## src/rtl/psaw_sound.sv

```systemverilog
module psaw_sound #(
  parameter int SAW_SLOTS = 7
) (
  input  logic       clk,
  input  logic       rst_n,
  input  logic       wr_en,
  input  logic [3:0] wr_addr,
  input  logic [7:0] wr_data,
  input  logic       out_en,
  output logic [5:0] mix_out,
  output logic [7:0] level_read
);
  localparam int PER_W = 12;
  localparam int CNT_W = PER_W + 1;
  localparam int E_W   = $clog2(2 * SAW_SLOTS);
  localparam logic [E_W-1:0] E_LAST = E_W'(2 * SAW_SLOTS - 1);

  logic [8:0][7:0]       rg;
  logic [1:0]            p_en;
  logic [1:0][CNT_W-1:0] p_cnt;
  logic [1:0][3:0]       p_step;
  logic [1:0][3:0]       p_lvl;
  logic                  s_en;
  logic [CNT_W-1:0]      s_cnt;
  logic [E_W-1:0]        s_e;
  logic [7:0]            s_acc;
  logic [4:0]            s_lvl;
  logic [6:0]            sum;

  always_ff @(posedge clk) begin
    if (!rst_n) rg <= '0;
    else if (wr_en && wr_addr < 4'd9) rg[wr_addr] <= wr_data;
  end

  always_comb begin
    for (int c = 0; c < 2; c++) begin
      p_en[c]  = rg[3*c+2][7];
      p_lvl[c] = 4'd0;
      if (p_en[c] && (rg[3*c][7] || p_step[c] > {1'b0, rg[3*c][6:4]}))
        p_lvl[c] = rg[3*c][3:0];
    end
  end

  always_ff @(posedge clk) begin
    if (!rst_n) begin
      p_cnt  <= '0;
      p_step <= '0;
    end else begin
      for (int c = 0; c < 2; c++) begin
        if (p_en[c]) begin
          if (p_cnt[c] <= CNT_W'(1)) begin
            p_cnt[c]  <= {1'b0, rg[3*c+2][3:0], rg[3*c+1]} + CNT_W'(1);
            p_step[c] <= p_step[c] + 4'd1;
          end else begin
            p_cnt[c] <= p_cnt[c] - CNT_W'(1);
          end
        end
      end
    end
  end

  assign s_en = rg[8][7];

  always_ff @(posedge clk) begin
    if (!rst_n) begin
      s_cnt <= '0;
      s_e   <= '0;
      s_acc <= '0;
    end else if (s_en) begin
      if (s_cnt <= CNT_W'(1)) begin
        s_cnt <= {1'b0, rg[8][3:0], rg[7]} + CNT_W'(1);
        if (s_e == E_LAST) begin
          s_e   <= '0;
          s_acc <= '0;
        end else begin
          s_e <= s_e + E_W'(1);
          if (s_e[0]) s_acc <= s_acc + {2'b00, rg[6][5:0]};
        end
      end else begin
        s_cnt <= s_cnt - CNT_W'(1);
      end
    end
  end

  assign s_lvl      = s_en ? s_acc[7:3] : 5'd0;
  assign sum        = {3'b000, p_lvl[0]} + {3'b000, p_lvl[1]} + {2'b00, s_lvl};
  assign level_read = {sum[5:0], 2'b00};
  assign mix_out    = out_en ? sum[5:0] : 6'd0;
endmodule

```

## config.mk

```make
export PLATFORM = sky130hd
export DESIGN_NAME = psaw_sound
export DESIGN_NICKNAME = d
export VERILOG_FILES = /design/src/rtl/psaw_sound.sv
export SDC_FILE = /design/constraint.sdc
export NUM_CORES = 1
export LEC_CHECK = 0
export BUFFER_PORTS_ARGS = -buffer_cell sky130_fd_sc_hd__buf_4
export CELL_PAD_IN_SITES_DETAIL_PLACEMENT = 1
export CELL_PAD_IN_SITES_GLOBAL_PLACEMENT = 1
export CORE_MARGIN = 2
export CORE_UTILIZATION = 47
export DETAILED_ROUTE_END_ITERATION = 12
export PLACE_DENSITY = 0.83
export SYNTH_ARGS = -nofsm -noshare
export SYNTH_HDL_FRONTEND = slang
export SYNTH_SLANG_ARGS = --single-unit
```

## constraint.sdc

```tcl
create_clock -name clk -period 3.6 [get_ports clk]
set_clock_uncertainty 0.15 [all_clocks]
set_input_delay 0.36 -clock clk [delete_from_list [all_inputs] [get_ports clk]]
set_output_delay 0.36 -clock clk [all_outputs]
set_load 0.02 [all_outputs]
```

Yosys cells after proc, flatten, opt, wreduce, memory -nomap -nowiden:

Cells that the tools add are included.

* add/subtract/negate cells: 12
* $lt $le $gt $ge: 8
* eq/ne operators: 1
* mux-type cells: 13
* reduce and logical (&&, ||, !) cells: 11

Operators by type and width (number)
* 72-bit bitwise mux: 1
* 12-bit by 1-bit adder with 13-bit output (second input constant): 3
* 13-bit by 1-bit <= comparator with 1-bit output (second input constant): 3
* 13-bit 2-to-1 mux: 3
* 13-bit by 1-bit subtractor with 13-bit output (second input constant): 3
* 8-bit demux with 4-bit select: 1
* 8-bit 2-to-1 mux: 3
* 4-bit by 1-bit adder with 4-bit output (second input constant): 3
* 4-bit 2-to-1 mux: 3
* 8-bit by 6-bit adder with 8-bit output: 1
* 4-bit by 3-bit > comparator with 1-bit output: 2
* 5-bit by 5-bit adder with 6-bit output: 1
* 6-bit 2-to-1 mux: 1
* 2-bit AND reduction: 3
* 4-bit by 4-bit adder with 5-bit output: 1
* 4-bit by 5-bit less-than comparator with 1-bit output (second input constant): 1
* 5-bit 2-to-1 mux: 1
* 4-bit equality test (second input constant): 1
* 4-bit by 1-bit >= comparator with 1-bit output (second input constant): 1
* 1-bit logical AND: 4
* 4-bit less-than comparator (second input constant): 1
* 3-bit AND reduction: 1
* 1-bit logical OR: 2
* 2-bit nonzero test: 1

* bits in registers: 131
* input port bits: 16
* output and inout bits: 14

Depth between registers and ports, before layout:

Gate-level depths: netlist of the first run.

* depth after elaboration: 7
* depth in mapped cells: 16
* depth with buffers taken out: 16

Worst setup path after synthesis of the first run:

OpenSTA, ideal clock, no wires.

* path kind: register to output
* start: reg rg[5] (netlist name)
* end: out mix_out[3]
* arrival: 3.234 ns
* required time: 3.090 ns
* path slack: -0.144 ns
* stages on the path, launching flop included: 14
* buffers on the path: 0
* path through: dfxtp_1 -> inv_1 -> ha_1 -> nor2b_1 -> o21ai_0 -> a32oi_1 -> o31a_1 -> and2_1 -> fa_1 -> ha_1 -> inv_1 -> fa_1 -> xnor2_1 -> and2_1

* word-level cells in the longest chain between the ends: 7

RTL lines
* start: declaration: RTL line 18 `logic [8:0][7:0] rg;`
* start signal: indexed assignment: RTL line 32 `else if (wr_en && wr_addr < 4'd9) rg[wr_addr] <= wr_data;`
* 4-bit by 3-bit > comparator with 1-bit output: RTL line 39 `if (p_en[c] && (rg[3*c][7] || p_step[c] > {1'b0, rg[3*c][6:4]}))`
* 1-bit logical OR: RTL line 39
* 1-bit logical AND: RTL line 39
* 4-bit 2-to-1 mux: RTL line 39
* 4-bit by 4-bit adder with 5-bit output: RTL line 86 `assign sum = {3'b000, p_lvl[0]} + {3'b000, p_lvl[1]} + {2'b00, s_lvl};`
* 5-bit by 5-bit adder with 6-bit output: RTL line 86
* net level_read[5]: RTL line 11 `output logic [7:0] level_read`
* 6-bit 2-to-1 mux: RTL line 88 `assign mix_out = out_en ? sum[5:0] : 6'd0;`
* end: declaration: RTL line 10 `output logic [5:0] mix_out,`

The timed path passes the listed nets, and every way through them passes these cells.

Worst setup path in the final report of the first run:

* start: reg p_step[1] (netlist name)
* end: out mix_out[4]

* word-level cells in the longest chain between the ends: 7

RTL lines
* start: declaration: RTL line 21 `logic [1:0][3:0] p_step;`
* start signal: indexed assignment: RTL line 53 `p_step[c] <= p_step[c] + 4'd1;`
* 4-bit by 3-bit > comparator with 1-bit output: RTL line 39
* 1-bit logical OR: RTL line 39
* 1-bit logical AND: RTL line 39
* 4-bit 2-to-1 mux: RTL line 39
* 4-bit by 4-bit adder with 5-bit output: RTL line 86
* 5-bit by 5-bit adder with 6-bit output: RTL line 86
* 6-bit 2-to-1 mux: RTL line 88

No other way between the ends.

==> results.sh, run 1 <==
export IMPL_die_width_um=124
export IMPL_synth_edff_count=0
export IMPL_worstPathRequired_ns=3.09
export IMPL_hpwl_um=13800
export IMPL_fin_ws_ns=-0.525
export IMPL_ys_types=68
export IMPL_layoutNonFillerInstCount=1040
export IMPL_worstMarginPinSlew_ns=0.967
export IMPL_synth_main_ff_cell="dfxtp_1"
export IMPL_yosysTopAreaCell="dfxtp_1"
export IMPL_finish_net_count=896
export IMPL_postPlaceCellArea_um2=7150
export IMPL_cp_end_kind="output port"
export IMPL_cts_made_buffers=17
export IMPL_final_area_um2=7980
export IMPL_cts_path_max_buffers=2
export IMPL_leakagePower_nw=3.35
export IMPL_report_final_slew_viol_count=0
export IMPL_num_io_pins=30
export IMPL_slew_headroom=0.353
export IMPL_start_util=0.486
export IMPL_layout_commonest_cell="dfxtp_1"
export IMPL_rsz0062_at_grt="true"
export IMPL_die_height_um=124
export IMPL_fin_crit_sh=1.15
export IMPL_utilization=0.570
export IMPL_synth_avg_cell_area_um2=8.32
export IMPL_peakVddDrop_uv=342
export IMPL_cp_max_fo=2
export IMPL_clk_latency_ns=0.42
export IMPL_path_clk_slew_ns=0.05
export IMPL_powerDensity_nw_per_um2=419
export IMPL_cts_sinks=120
export IMPL_netlist_area_um2=6800
export IMPL_layout_common_cells="dfxtp_1 (114), nor2_1 (102), nand2_1 (69), mux2i_1 (68), nand3_1 (53)"
export IMPL_tns_ns=-3.10
export IMPL_start_kind="flop"
export IMPL_drt_first_pass_iters=5
export IMPL_ys_seq_area_frac=0.354
export IMPL_cts_max_level=4
export IMPL_status="complete, but fails checks"
export IMPL_ant_nets=0
export IMPL_finalHoldViolCount=0
export IMPL_cts_tree="built"
export IMPL_fin_crit_ns=4.13
export IMPL_finalSetupViolations=8
export IMPL_clockRootBuffer="clkbuf_16"
export IMPL_synth_seq_cells=120
export IMPL_grt_pass1_vias=6666
export IMPL_holdWs_ns=0.106
export IMPL_grt_max_degree=41
export IMPL_hp_class="in -> reg"
export IMPL_vias_per_cell=6.09
export IMPL_total_power_mw=3.34
export IMPL_crit_type="reg -> out"
export IMPL_wirelength_um=22200
export IMPL_core_area_um2=14000
export IMPL_violations="negative setup slack"
export IMPL_synth_cells=817
export IMPL_netlist_top_cells_area="dfxtp_1 (35%), mux2i_1 (10%), nor2_1 (5.6%)"
export IMPL_fp_dieArea_um2=15400
export IMPL_port_buffers=27
export IMPL_antenna_found_initial=0
export IMPL_dp_cells=999
export IMPL_grt_usage=0.282
export IMPL_drc=0
export IMPL_drt_initial_drc_count=466
export IMPL_max_freq_ghz=0.242
export IMPL_globalRouteOverflowTotal=0
export IMPL_synth_top_cell_area_share=0.354
export IMPL_cp_data_arrival_time_ns=3.62
export IMPL_place_congestion=0.838
export IMPL_syn_to_final_growth_pct=17.4
export IMPL_rows=43
export IMPL_grt_pass1_wl_um=35100
export IMPL_dp_slack_ns=-0.159
export IMPL_drive_above_1_share=0.144
export IMPL_vias=6337
export IMPL_drv_cap=0
export IMPL_wire_per_inst_um=21.3
export IMPL_n_antenna_cell=0
export IMPL_ys_warnings_count=0
export IMPL_async_reset_ff_frac=0
[layout make-up]
| type | instances | area, µm² |
|---|---|---|
| Fill cell | 1646 | 6010 |
| Multi-Input combinational cell | 626 | 4210 |
| Sequential cell | 120 | 2410 |
| Clock buffer | 25 | 495 |
| Timing Repair Buffer | 48 | 394 |
| Tap cell | 180 | 225 |
| Inverter | 34 | 128 |
| Clock inverter | 7 | 115 |
[state kept, by name (all words and copies together) (netlist names)]
register and flops:
p_cnt 26, p_en 2, p_step 8, rg 59, s_acc 8, s_cnt 13
s_e 4
[kinds of logic (layout without fill, tap and decap cells)]
group	Yosys count	after routing	share of synthesized area
muxes	68	68	0.100
and+or+nand+nor	331	331	0.239
xor gates and xnor gates	41	41	0.0528
other	1	2	0.000552
AOI/OAI and AO/OA	151	151	0.142
adders and majority gates	33	33	0.0674
DFF	120	120	0.354
buffers and inverters	72	114	0.0447
[power by group]
| group | total (mW) | switching (mW) | internal, mW |
|---|---|---|---|
| registers | 1.36 | 0.0148 | 1.34 |
| clock network | 1.79 | 0.632 | 1.16 |
| logic | 0.193 | 0.130 | 0.0630 |
[final timing paths]
kind                                             start               endpoint  slack [ns]  cells past startpoint
worst max register to register   s_cnt[9]$_SDFFE_PN0P_  s_acc[7]$_SDFFE_PN0P_        1.02                      4
worst min register to register   s_acc[2]$_SDFFE_PN0P_  s_acc[2]$_SDFFE_PN0P_        0.31                      2
worst min-delay path                        wr_data[6]    rg[62]$_SDFFE_PN0P_        0.11                      3
worst max-delay path            p_step[1]$_SDFFE_PN0P_             mix_out[4]       -0.53                     15
[per-layer routing]
metal  vias up  share of wire  global-route usage
met5         -              0                   0
met4         0          0.024               0.110
met3        47          0.043              0.0529
met2       167           0.52               0.491
met1      3169           0.42               0.343
li1       2954              -                   -
[cells in the mapped netlist (all sizes together), types with 3 or more instances]
cell / instances
a221oi: 3
a21oi: 44
nor3b: 3
o21a: 4
a21o: 3
dfxtp: 120
and2: 18
a31oi: 5
nand2: 73
ha: 27
or4: 5
nor4: 8
o21ai: 38
xnor2: 24
mux2i: 68
clkbuf: 28
a31o: 3
nand4: 9
o31ai: 8
fa: 6
and3: 7
or3: 11
o22ai: 6
buf: 10
nor2: 102
nor3: 21
o31a: 4
nand3b: 4
nor2b: 6
inv: 34
xor2: 17
a211oi: 6
nand2b: 4
nand3: 54
[worst max-delay path, cell delays in order (launching register included)]
cell and delay, ns:
dfxtp_2 0.38, ha_4 0.22, nor2b_4 0.12, o21ai_1 0.11
a32oi_1 0.07, o31a_1 0.30, and2_4 0.16, fa_1 0.49
ha_2 0.23, buf_4 0.14, buf_4 0.12, a21o_1 0.18
a21oi_2 0.17, xnor2_1 0.19, and2_1 0.19, buf_6 0.12
[timing repair]
item / in CTS / in global routing
resized for setup: 35 / 10
buffers inserted: 5 / 4
hold buffers: 0 / 0
endpoints found under the setup margin: 8 / 9
pin swaps: 17 / 14
(Power assumes the default switching activity.)
==> run 2, diff against run 1 <==
--- a/config.mk
+++ b/config.mk
@@ -5,7 +5,7 @@
 export SDC_FILE = /design/constraint.sdc
 export NUM_CORES = 1
 export LEC_CHECK = 0
-export BUFFER_PORTS_ARGS = -buffer_cell sky130_fd_sc_hd__buf_4
+export BUFFER_PORTS_ARGS = -buffer_cell sky130_fd_sc_hd__buf_2
 export CELL_PAD_IN_SITES_DETAIL_PLACEMENT = 1
 export CELL_PAD_IN_SITES_GLOBAL_PLACEMENT = 1
 export CORE_MARGIN = 2
==> run 2 against run 1 <==
Net effect:
- cell area is 0.64% lower
- routed wire length is 4.3% higher
- hold slack better by 0.059 ns
- setup slack worse by 0.13 ns
- power is 0.38% higher
- register-to-register slack better by 0.05 ns
- sequential cell count stayed put
- the flow still finishes with violations (negative setup slack)
- utilization is 0.37 points lower
- global-route usage is 0.095 points higher
- final cell count stayed put
- die area stayed put
==> results.sh, run 2 (same netlist as run 1, synthesis figures left out) <==
export IMPL_status="complete, but fails checks"
export IMPL_violations="negative setup slack"
export IMPL_finish_net_count=896
export IMPL_drc=0
export IMPL_layout_commonest_cell="dfxtp_1"
export IMPL_ant_nets=0
export IMPL_path_clk_slew_ns=0.07
export IMPL_slew_headroom=0.285
export IMPL_core_area_um2=14000
export IMPL_top_register="rg"
export IMPL_clk_latency_ns=0.44
export IMPL_r2r_end="p_cnt[12]$_SDFFE_PN0P_"
export IMPL_fin_ws_ns=-0.660
export IMPL_powerDensity_nw_per_um2=423
export IMPL_cts_max_level=4
export IMPL_layoutNonFillerInstCount=1040
export IMPL_worstMarginPinSlew_ns=1.07
export IMPL_fin_crit_sh=1.18
export IMPL_leakagePower_nw=3.31
export IMPL_start_util=0.486
export IMPL_rows=43
export IMPL_finalHoldViolCount=0
export IMPL_crit_path_end="mix_out[5]"
export IMPL_peakVddDrop_uv=342
export IMPL_cp_end_kind="output port"
export IMPL_cts_path_max_buffers=2
export IMPL_layout_common_cells="dfxtp_1 (114), nor2_1 (102), nand2_1 (70), mux2i_1 (68), nand3_1 (53)"
export IMPL_rsz0062_at_grt="true"
export IMPL_start_kind="flop"
export IMPL_finalSetupViolations=8
export IMPL_cp_max_fo=3
export IMPL_total_power_mw=3.35
export IMPL_crit_start="p_step[0]$_SDFFE_PN0P_"
export IMPL_drive_above_1_share=0.150
export IMPL_grt_pass1_wl_um=35000
export IMPL_grt_pass1_vias=6653
export IMPL_hp_class="in -> reg"
export IMPL_n_antenna_cell=0
export IMPL_num_io_pins=30
export IMPL_globalRouteOverflowTotal=0
export IMPL_cp_data_arrival_time_ns=3.75
export IMPL_wire_per_inst_um=22.3
export IMPL_crit_type="reg -> out"
export IMPL_cts_made_buffers=17
export IMPL_rrSetupSlack_ns=1.07
export IMPL_reg_largest_list="rg x59, p_cnt x26, s_cnt x13"
export IMPL_dp_slack_ns=-0.120
export IMPL_wirelength_um=23100
export IMPL_max_freq_ghz=0.235
export IMPL_report_final_slew_viol_count=0
export IMPL_antenna_found_initial=0
export IMPL_drt_initial_drc_count=423
export IMPL_cts_tree="built"
export IMPL_rr_worst_depth=6
export IMPL_syn_to_final_growth_pct=16.6
export IMPL_fin_crit_ns=4.26
export IMPL_port_buffers=27
export IMPL_die_width_um=124
export IMPL_clockRootBuffer="clkbuf_16"
export IMPL_vias_per_cell=6.20
export IMPL_fp_dieArea_um2=15400
export IMPL_drv_cap=0
export IMPL_die_height_um=124
export IMPL_cts_sinks=120
export IMPL_worstPathRequired_ns=3.09
export IMPL_hpwl_um=13600
export IMPL_dp_cells=1000
export IMPL_vias=6449
export IMPL_grt_max_degree=48
export IMPL_drt_first_pass_iters=5
export IMPL_largest_reg_flops=59
export IMPL_r2r_start="p_cnt[7]$_SDFFE_PN0P_"
export IMPL_place_congestion=0.884
export IMPL_grt_usage=0.283
==> run 2: cell count changes in the layout (fill, tap and decap cells not counted), sizes merged <==
cell	previous run	this run
clkinv	2	1
clkinvlp	2	8
clkbuf	25	18
inv	34	36
==> run 2: power by group <==
group / switching (mW) / leakage (nW) / internal [mW] / total, mW
clock: 0.699 / 0.273 / 1.11 / 1.81
sequential: 0.0151 / 0.971 / 1.34 / 1.36
combinational: 0.132 / 2.07 / 0.0590 / 0.191
==> run 2: layout make-up <==
type,instances,area [µm²]
fillers,1631,6060
multi-input cells,626,4210
flip-flops and latches,120,2410
clock buffers,18,439
repair buffers,48,343
well taps,180,225
clock inverters,14,173
inverters,34,128
==> run 2: through the flow <==
stage          hold slack, ns  utilization  TNS [ns]  instance area (µm²)
3_3_place_gp            0.294        0.507  -0.00417                 7090
2_1_floorplan           0.286            -         0                 6810
3_5_place_dp            0.304        0.507    -0.179                 7090
5_1_grt                 0.171        0.566     -4.67                 7920
6_report                0.165        0.566     -4.29                 7920
4_1_cts                 0.147        0.559     -3.30                 7820
==> run 2: metal layers <==
metal | global-route usage | vias up | wire length (µm)
li1 | - | 2955 | -
met1 | 0.339 | 3251 | 9750
met2 | 0.500 | 186 | 11800
met3 | 0.0534 | 57 | 857
met4 | 0.107 | 0 | 702
met5 | 0 | - | 0
==> run 2: how the worst min path moves through the flow <==
| stage | from | endpoint | slack (ns) | depth (start not counted) |
|---|---|---|---|---|
| after floorplan | s_acc[0]$_SDFFE_PN0P_ | s_acc[0]$_SDFFE_PN0P_ | 0.29 | 2 |
| after global placement | s_acc[0]$_SDFFE_PN0P_ | s_acc[0]$_SDFFE_PN0P_ | 0.29 | 2 |
| after detailed placement | s_acc[0]$_SDFFE_PN0P_ | s_acc[0]$_SDFFE_PN0P_ | 0.30 | 2 |
| after CTS | wr_data[6] | rg[30]$_SDFFE_PN0P_ | 0.15 | 3 |
| after global routing | wr_data[6] | rg[14]$_SDFFE_PN0P_ | 0.17 | 3 |
| final | wr_data[6] | rg[14]$_SDFFE_PN0P_ | 0.16 | 3 |
==> run 2: timing repair <==
| action | in CTS | in global routing |
|---|---|---|
| gates resized for setup | 28 | 24 |
| pin swaps | 16 | 22 |
| endpoints found under the setup margin | 9 | 9 |
| hold buffers | 0 | 0 |
| setup buffers | 6 | 2 |
==> run 2: critical path: stages, from the launching register on <==
cell	delay, ns
dfxtp_2	0.34
inv_1	0.11
ha_1	0.23
nor2b_4	0.06
o21ai_2	0.13
a32oi_1	0.10
o31a_1	0.30
and2_4	0.18
fa_1	0.55
ha_2	0.21
inv_2	0.06
fa_2	0.39
nor2b_1	0.13
o21ai_1	0.09
nand2b_1	0.14
and2_4	0.16
buf_6	0.11
